[src/rtl/i2c_step_master.sv]
module i2c_step_master #(
  parameter logic [7:0] BAUD_RST = 8'h44,
  parameter logic [7:0] OWN_RST  = 8'h00
) (
  input  logic       clk,
  input  logic       rst_n,
  input  logic       tick,
  input  logic [2:0] reg_addr,
  input  logic       reg_we,
  input  logic [7:0] reg_wdata,
  output logic [7:0] reg_rdata,
  input  logic       scl_in,
  input  logic       sda_in,
  output logic       scl_oe,
  output logic       sda_oe,
  output logic       irq
);

  localparam logic [7:0] C_START = 8'h08, C_RSTART = 8'h10;
  localparam logic [7:0] C_AW_ACK = 8'h18, C_AW_NAK = 8'h20;
  localparam logic [7:0] C_DW_ACK = 8'h28, C_DW_NAK = 8'h30;
  localparam logic [7:0] C_AR_ACK = 8'h40, C_AR_NAK = 8'h48;
  localparam logic [7:0] C_DR_ACK = 8'h50, C_DR_NAK = 8'h58;
  localparam logic [7:0] C_IDLE = 8'hF8;
  localparam logic [2:0] A_OWN = 3'd0, A_DATA = 3'd1, A_CTL = 3'd2,
                         A_STAT = 3'd3, A_BAUD = 3'd4, A_SRST = 3'd5;

  typedef enum logic [1:0] {S_IDLE, S_START, S_BYTE, S_STOP} st_t;

  st_t        st;
  logic [1:0] ph;
  logic [3:0] bc;
  logic [7:0] sh, data_q, status_q, baud_q, own_q;
  logic       ack_en, flag, stop_q, start_q, en, ie;
  logic       go, owned, addr_nx, dir, rx, ack_lat, nack;

  wire srst = reg_we && (reg_addr == A_SRST);
  wire hold = ((ph == 2'd2) && !scl_in) ||
              ((st == S_STOP) && (ph == 2'd3) && !(scl_in && sda_in));
  wire [7:0] ctl_rd = {ie, en, start_q, stop_q, flag, ack_en, 2'b00};

  logic [7:0] done_code;
  always_comb begin
    if (rx)           done_code = ack_lat ? C_DR_ACK : C_DR_NAK;
    else if (addr_nx) done_code = dir ? (nack ? C_AR_NAK : C_AR_ACK)
                                      : (nack ? C_AW_NAK : C_AW_ACK);
    else              done_code = nack ? C_DW_NAK : C_DW_ACK;
  end

  always_comb begin
    case (reg_addr)
      A_OWN:   reg_rdata = own_q;
      A_DATA:  reg_rdata = data_q;
      A_CTL:   reg_rdata = ctl_rd;
      A_STAT:  reg_rdata = status_q;
      A_BAUD:  reg_rdata = baud_q;
      default: reg_rdata = 8'h00;
    endcase
  end

  assign irq = flag & ie;

  always_ff @(posedge clk or negedge rst_n) begin
    if (!rst_n) begin
      st <= S_IDLE; ph <= '0; bc <= '0; sh <= '0; data_q <= '0;
      status_q <= C_IDLE; baud_q <= BAUD_RST; own_q <= OWN_RST;
      ack_en <= 1'b0; flag <= 1'b0; stop_q <= 1'b0; start_q <= 1'b0;
      en <= 1'b0; ie <= 1'b0; go <= 1'b0; owned <= 1'b0; addr_nx <= 1'b0;
      dir <= 1'b0; rx <= 1'b0; ack_lat <= 1'b0; nack <= 1'b0;
      scl_oe <= 1'b0; sda_oe <= 1'b0;
    end else if (srst) begin
      st <= S_IDLE; ph <= '0; bc <= '0; sh <= '0; data_q <= '0;
      status_q <= C_IDLE; baud_q <= BAUD_RST; own_q <= OWN_RST;
      ack_en <= 1'b0; flag <= 1'b0; stop_q <= 1'b0; start_q <= 1'b0;
      en <= 1'b0; ie <= 1'b0; go <= 1'b0; owned <= 1'b0; addr_nx <= 1'b0;
      dir <= 1'b0; rx <= 1'b0; ack_lat <= 1'b0; nack <= 1'b0;
      scl_oe <= 1'b0; sda_oe <= 1'b0;
    end else begin
      if (reg_we) begin
        case (reg_addr)
          A_OWN:  own_q <= reg_wdata;
          A_DATA: data_q <= reg_wdata;
          A_CTL: begin
            ack_en  <= reg_wdata[2];
            flag    <= flag & reg_wdata[3];
            stop_q  <= reg_wdata[4];
            start_q <= reg_wdata[5];
            en      <= reg_wdata[6];
            ie      <= reg_wdata[7];
            go      <= flag & ~reg_wdata[3];
          end
          A_BAUD: baud_q <= reg_wdata;
          default: ;
        endcase
      end

      if (st == S_IDLE) begin
        ph <= '0;
        if (!flag && en) begin
          if (start_q) begin
            st <= S_START;
            go <= 1'b0;
          end else if (stop_q) begin
            go <= 1'b0;
            if (owned) st <= S_STOP;
            else stop_q <= 1'b0;
          end else if (go) begin
            go <= 1'b0;
            if (owned) begin
              st      <= S_BYTE;
              bc      <= '0;
              sh      <= data_q;
              dir     <= data_q[0];
              rx      <= (status_q == C_AR_ACK) || (status_q == C_DR_ACK);
              ack_lat <= ack_en;
            end
          end
        end
      end else if (tick && !hold) begin
        ph <= ph + 2'd1;
        case (st)
          S_START: case (ph)
            2'd0: sda_oe <= 1'b0;
            2'd1: scl_oe <= 1'b0;
            2'd2: sda_oe <= 1'b1;
            default: begin
              scl_oe   <= 1'b1;
              flag     <= 1'b1;
              status_q <= owned ? C_RSTART : C_START;
              owned    <= 1'b1;
              start_q  <= 1'b0;
              addr_nx  <= 1'b1;
              st       <= S_IDLE;
            end
          endcase
          S_BYTE: case (ph)
            2'd0: sda_oe <= (bc == 4'd8) ? (rx & ack_lat) : (~rx & ~sh[7]);
            2'd1: scl_oe <= 1'b0;
            2'd2: if (bc == 4'd8) nack <= sda_in;
                  else sh <= {sh[6:0], sda_in};
            default: begin
              scl_oe <= 1'b1;
              if (bc == 4'd8) begin
                flag     <= 1'b1;
                status_q <= done_code;
                if (rx) data_q <= sh;
                addr_nx  <= 1'b0;
                st       <= S_IDLE;
              end else begin
                bc <= bc + 4'd1;
              end
            end
          endcase
          S_STOP: case (ph)
            2'd0: sda_oe <= 1'b1;
            2'd1: scl_oe <= 1'b0;
            2'd2: sda_oe <= 1'b0;
            default: begin
              status_q <= C_IDLE;
              owned    <= 1'b0;
              stop_q   <= 1'b0;
              st       <= S_IDLE;
            end
          endcase
          default: st <= S_IDLE;
        endcase
      end
    end
  end


  flag_hold_chk: assert property (@(posedge clk) disable iff (!rst_n)
    (flag && $past(flag)) |-> ($stable(scl_oe) && $stable(sda_oe)));


  flag_code_chk: assert property (@(posedge clk) disable iff (!rst_n)
    $rose(flag) |-> (status_q != C_IDLE));


  en_gate_chk: assert property (@(posedge clk) disable iff (!rst_n)
    (st == S_IDLE && !en) |=> (st == S_IDLE));


  stop_end_chk: assert property (@(posedge clk) disable iff (!rst_n)
    ($past(st) == S_STOP && st == S_IDLE) |-> (!flag && status_q == C_IDLE && !owned));


  sda_edge_chk: assert property (@(posedge clk) disable iff (!rst_n)
    (!scl_oe && !$past(scl_oe) && (sda_oe != $past(sda_oe)))
      |-> ($past(st) == S_START || $past(st) == S_STOP || $past(srst)));

endmodule

[config.mk]
export PLATFORM = sky130hd
export DESIGN_NAME = i2c_step_master
export DESIGN_NICKNAME = d
export VERILOG_FILES = /design/src/rtl/i2c_step_master.sv
export SDC_FILE = /design/constraint.sdc
export NUM_CORES = 1
export LEC_CHECK = 0
export BUFFER_PORTS_ARGS = -buffer_cell sky130_fd_sc_hd__clkbuf_2
export CAP_MARGIN = 30
export CORE_MARGIN = 2
export CORE_UTILIZATION = 35
export CTS_CLUSTER_DIAMETER = 100
export DETAILED_ROUTE_END_ITERATION = 12
export PLACE_DENSITY_LB_ADDON = 0.05
export SLEW_MARGIN = 15
export SYNTH_ARGS = -nofsm -noshare
export SYNTH_HDL_FRONTEND = slang
export SYNTH_SLANG_ARGS = --single-unit
[constraint.sdc]
create_clock -name clk -period 5.7 [get_ports clk]
set_input_delay 1.14 -clock clk [delete_from_list [all_inputs] [get_ports clk]]
set_output_delay 1.14 -clock clk [all_outputs]
set_load 0.005 [all_outputs]
==> impl_metrics.csv <==
group,metric,value,unit
timing,slew_viol_final,0,
worst_setup_path,setup.worst_path.start_class,"input port",
synthesis,synth_area_per_cell,9.627,µm²
clock_tree,ctsHoldBuffers,0,
flow_run,cap_viol_max_count,0,
synthesis,yosys-top-cells-area,"dfrtp_1, mux2i_1, dfstp_2",
timing,worst_slack,2258,ps
clock_tree,clk_latency,340,ps
floorplanning,io_pins,28,
synthesis,yosysUniqueCellTypes,59,
worst_setup_path,path_cells,"clkbuf_2, mux4_2, inv_1, o21ai_0, clkbuf_2",
route,vias,2873,
timing,slew_headroom,0.3685,
global_route,track_usage,0.1852,
clock_tree,cts_sinks,60,
placement,post-place-ws,2254,ps
route,route.detailed.drc,0,
route,viasPerCell,5.370,
power_and_ir_drop,power.switching,0.4966,mW
worst_setup_path,crit_fanout,19,
timing,tns,0,ps
power_and_ir_drop,report.power.total,1.412,mW
clock_tree,cts.path.max_buffers,2,
synthesis,synth-xor-area-share,0.004839,
global_route,grt_pass1_wl,15920,µm
route,wire_per_inst,18.18,µm
synthesis,ys_seq_elements,60,
synthesis,synth_mux_area_frac,0.09264,
power_and_ir_drop,p_int,0.9151,mW
synthesis,synth_top_area_frac,0.3664,
synthesis,synth_compound_area_frac,0.1977,
floorplanning,die_y,105.7,µm
clock_tree,htree_levels,3,
worst_setup_path,slowest_stage,"mux4_2",
timing,setup_viol,0,
route,dr.first_iter.drc_count,113,
worst_setup_path,worstSetupPathType,"input port to output port",
power_and_ir_drop,p_seq_frac,0.432,
worst_setup_path,crit_path_max_incr_delay,550,ps
cells_and_area,layout-drive-gt1-share,0.1855,
synthesis,syn_area,3620,µm²
clock_tree,post_cts_buffers,0,
timing,clock_skew,12.45,ps
clock_tree,numCtsBuffers,9,
global_route,grt_pass1_vias,2803,
cells_and_area,fin_nets,424,
worst_setup_path,worst-path-buf-inv,3,
global_route,grt_max_degree,61,
cells_and_area,layout-area-overhead-vs-synth,10.34,%
synthesis,synth_top_family_by_area,"compound AO/OA/AOI/OAI gates",
worst_setup_path,path_common_cell,"clkbuf_2",
placement,gp_congestion,0.7761,
floorplanning,core,10180,µm²
clock_tree,cts.clk_slew.worst_paths,70,ps
floorplanning,start_util,0.3554,
run_status,status,"finished clean",
timing,worstMarginPinSlew,947.3,ps
power_and_ir_drop,pwr-share-comb,0.302,
floorplanning,row_count,37,
synthesis,syn_nets,406,
floorplanning,die_x,105.7,µm
timing,final.min_clock_period,3442,ps
min_path,min_path_type,"flop to flop",
worst_setup_path,critical_path_arrival,2300,ps
synthesis,ys_warn_count,0,
cells_and_area,final_common_cell,"dfrtp_1",
synthesis,synth_edf_count,0,
synthesis,syn_inst,376,
timing,period_share,0.6039,
worst_setup_path,critical-path-top-delay-family,"multiplexers",
cells_and_area,n_antenna_cell,0,
clock_tree,cts_tree,"done",
synthesis,synthArstFlopShare,1.000,
worst_setup_path,crit_required,4560,ps
synthesis,yosys.area_share.simple,0.1887,
power_and_ir_drop,irDropWorstVdd,0.1139,mV
floorplanning,die-area,11170,µm²
cells_and_area,final_cell_mix,"dfrtp_1, nor2_1, mux2i_1, nand2_1, clkbuf_2",
global_route,overflow,0,
power_and_ir_drop,sw_frac_of_total,0.3518,
placement,dpl.hpwl,6976,µm
synthesis,synth-seq-area-share,0.4172,
power_and_ir_drop,p_leak,1.787,nW
route,ant_nets,0,
synthesis,synth_top_area_cell,"dfrtp_1",
route,finalWirelength,9725,µm
route,drt-pass1-iter-count,4,
timing,max_freq,0.2905,GHz
global_route,grt_antenna_before_repair,0,
worst_setup_path,worst_setup_path_end_kind,"output port",
synthesis,synth-main-ff-cell,"dfrtp_1",
timing,rsz0062_at_grt,"no",
placement,io_buffers,27,
power_and_ir_drop,power.share.clock,0.265,
power_and_ir_drop,p_per_area,353.5,nW/µm²
synthesis,synth_fa_ha_area_frac,0.04494,
timing,hold_viol,0,
clock_tree,cts_root_buffer,"clkbuf_8",
cells_and_area,n_fill_cell,1067,
clock_tree,cts_resized,0,
timing,fin_hold_ws,481.8,ps
[flip-flops by register name (all words and copies together), names as in the netlist, 2 cells and up]
signal,flops
baud_q,8
bc,4
data_q,8
own_q,8
ph,2
sh,8
st,2
status_q,5
[final timing paths]
path                                   from           end  slack, ps  cells past startpoint
worst max-delay path            reg_addr[0]  reg_rdata[3]       2260                      5
worst min-delay path              baud_q[6]     baud_q[6]        480                      2
worst max register to register        st[0]     data_q[1]       2530                      7
worst min register to register    baud_q[6]     baud_q[6]        480                      2
max in group asynchronous             rst_n         bc[1]       4200                      2
min in group asynchronous             rst_n         owned        950                      2
[cells in the mapped netlist (3+ instances only)]
| master | count |
|---|---|
| a31oi_1 | 4 |
| o21ai_0 | 20 |
| nand3_1 | 7 |
| nor2_2 | 3 |
| mux2i_1 | 29 |
| dfstp_2 | 7 |
| o22ai_1 | 4 |
| nor2_1 | 42 |
| nand2b_1 | 3 |
| and3b_1 | 4 |
| nor2b_1 | 8 |
| ha_1 | 13 |
| clkbuf_1 | 13 |
| a21oi_1 | 23 |
| dfrtp_1 | 53 |
| and2_1 | 4 |
| inv_1 | 15 |
| a211oi_2 | 9 |
| a22o_1 | 10 |
| buf_6 | 4 |
| nand3b_1 | 3 |
| nand2_1 | 28 |
| nor3_1 | 11 |
| a211oi_1 | 8 |
[metrics by stage]
step / std cells / util / instance area, µm²
after floorplan: 376 / - / 3620
after global placement: 518 / 0.3733 / 3802
after detailed placement: 519 / 0.3741 / 3810
after CTS: 535 / 0.3921 / 3994
after global routing: 535 / 0.3921 / 3994
final: 535 / 0.3921 / 3994
[power by group through the flow]
stage	logic, mW	registers (mW)	clock network [mW]
4_1_cts	0.433	0.611	0.387
3_3_place_gp	0.425	0.620	0
3_5_place_dp	0.431	0.618	0
6_report	0.427	0.610	0.374
5_1_grt	0.481	0.627	0.405
2_1_floorplan	0.327	0.589	0
[kinds of logic (layout without fill, tap and decap cells)]
kind of cell	after synthesis	after routing
buffers and inverters	38	61
AND/OR/NAND/NOR	134	134
XOR/XNOR	2	2
adder cells (fa/ha/maj)	13	13
multiplexers	31	31
AO/OA/AOI/OAI	98	98
flip-flops	60	60
[area by class of cell]
cell class	count	area (µm²)	area share
multi-input combinational	278	1916	0.4796
sequential	60	1510	0.3781
tap	136	170.2	0.04261
timing repair buffer	30	157.7	0.03947
clock buffer	11	131.4	0.03289
inverter	15	56.30	0.01410
clock inverter	5	52.55	0.01316
[worst min-delay path, delay by kind of cell (launching register included)]
| kind | cells | cell delay, ps |
|---|---|---|
| simple gates | 1 | 40 |
| flops | 1 | 370 |
| compound gates | 1 | 60 |
[per-layer routing]
layer / vias to the layer above / part of all wire / track usage
li1: 1404 / - / -
met4: 0 / 0.012 / 0.06767
met2: 67 / 0.43 / 0.2650
met3: 10 / 0.044 / 0.02907
met1: 1392 / 0.51 / 0.2800
met5: - / 0 / 0
Power figures use the tool's default switching activity.
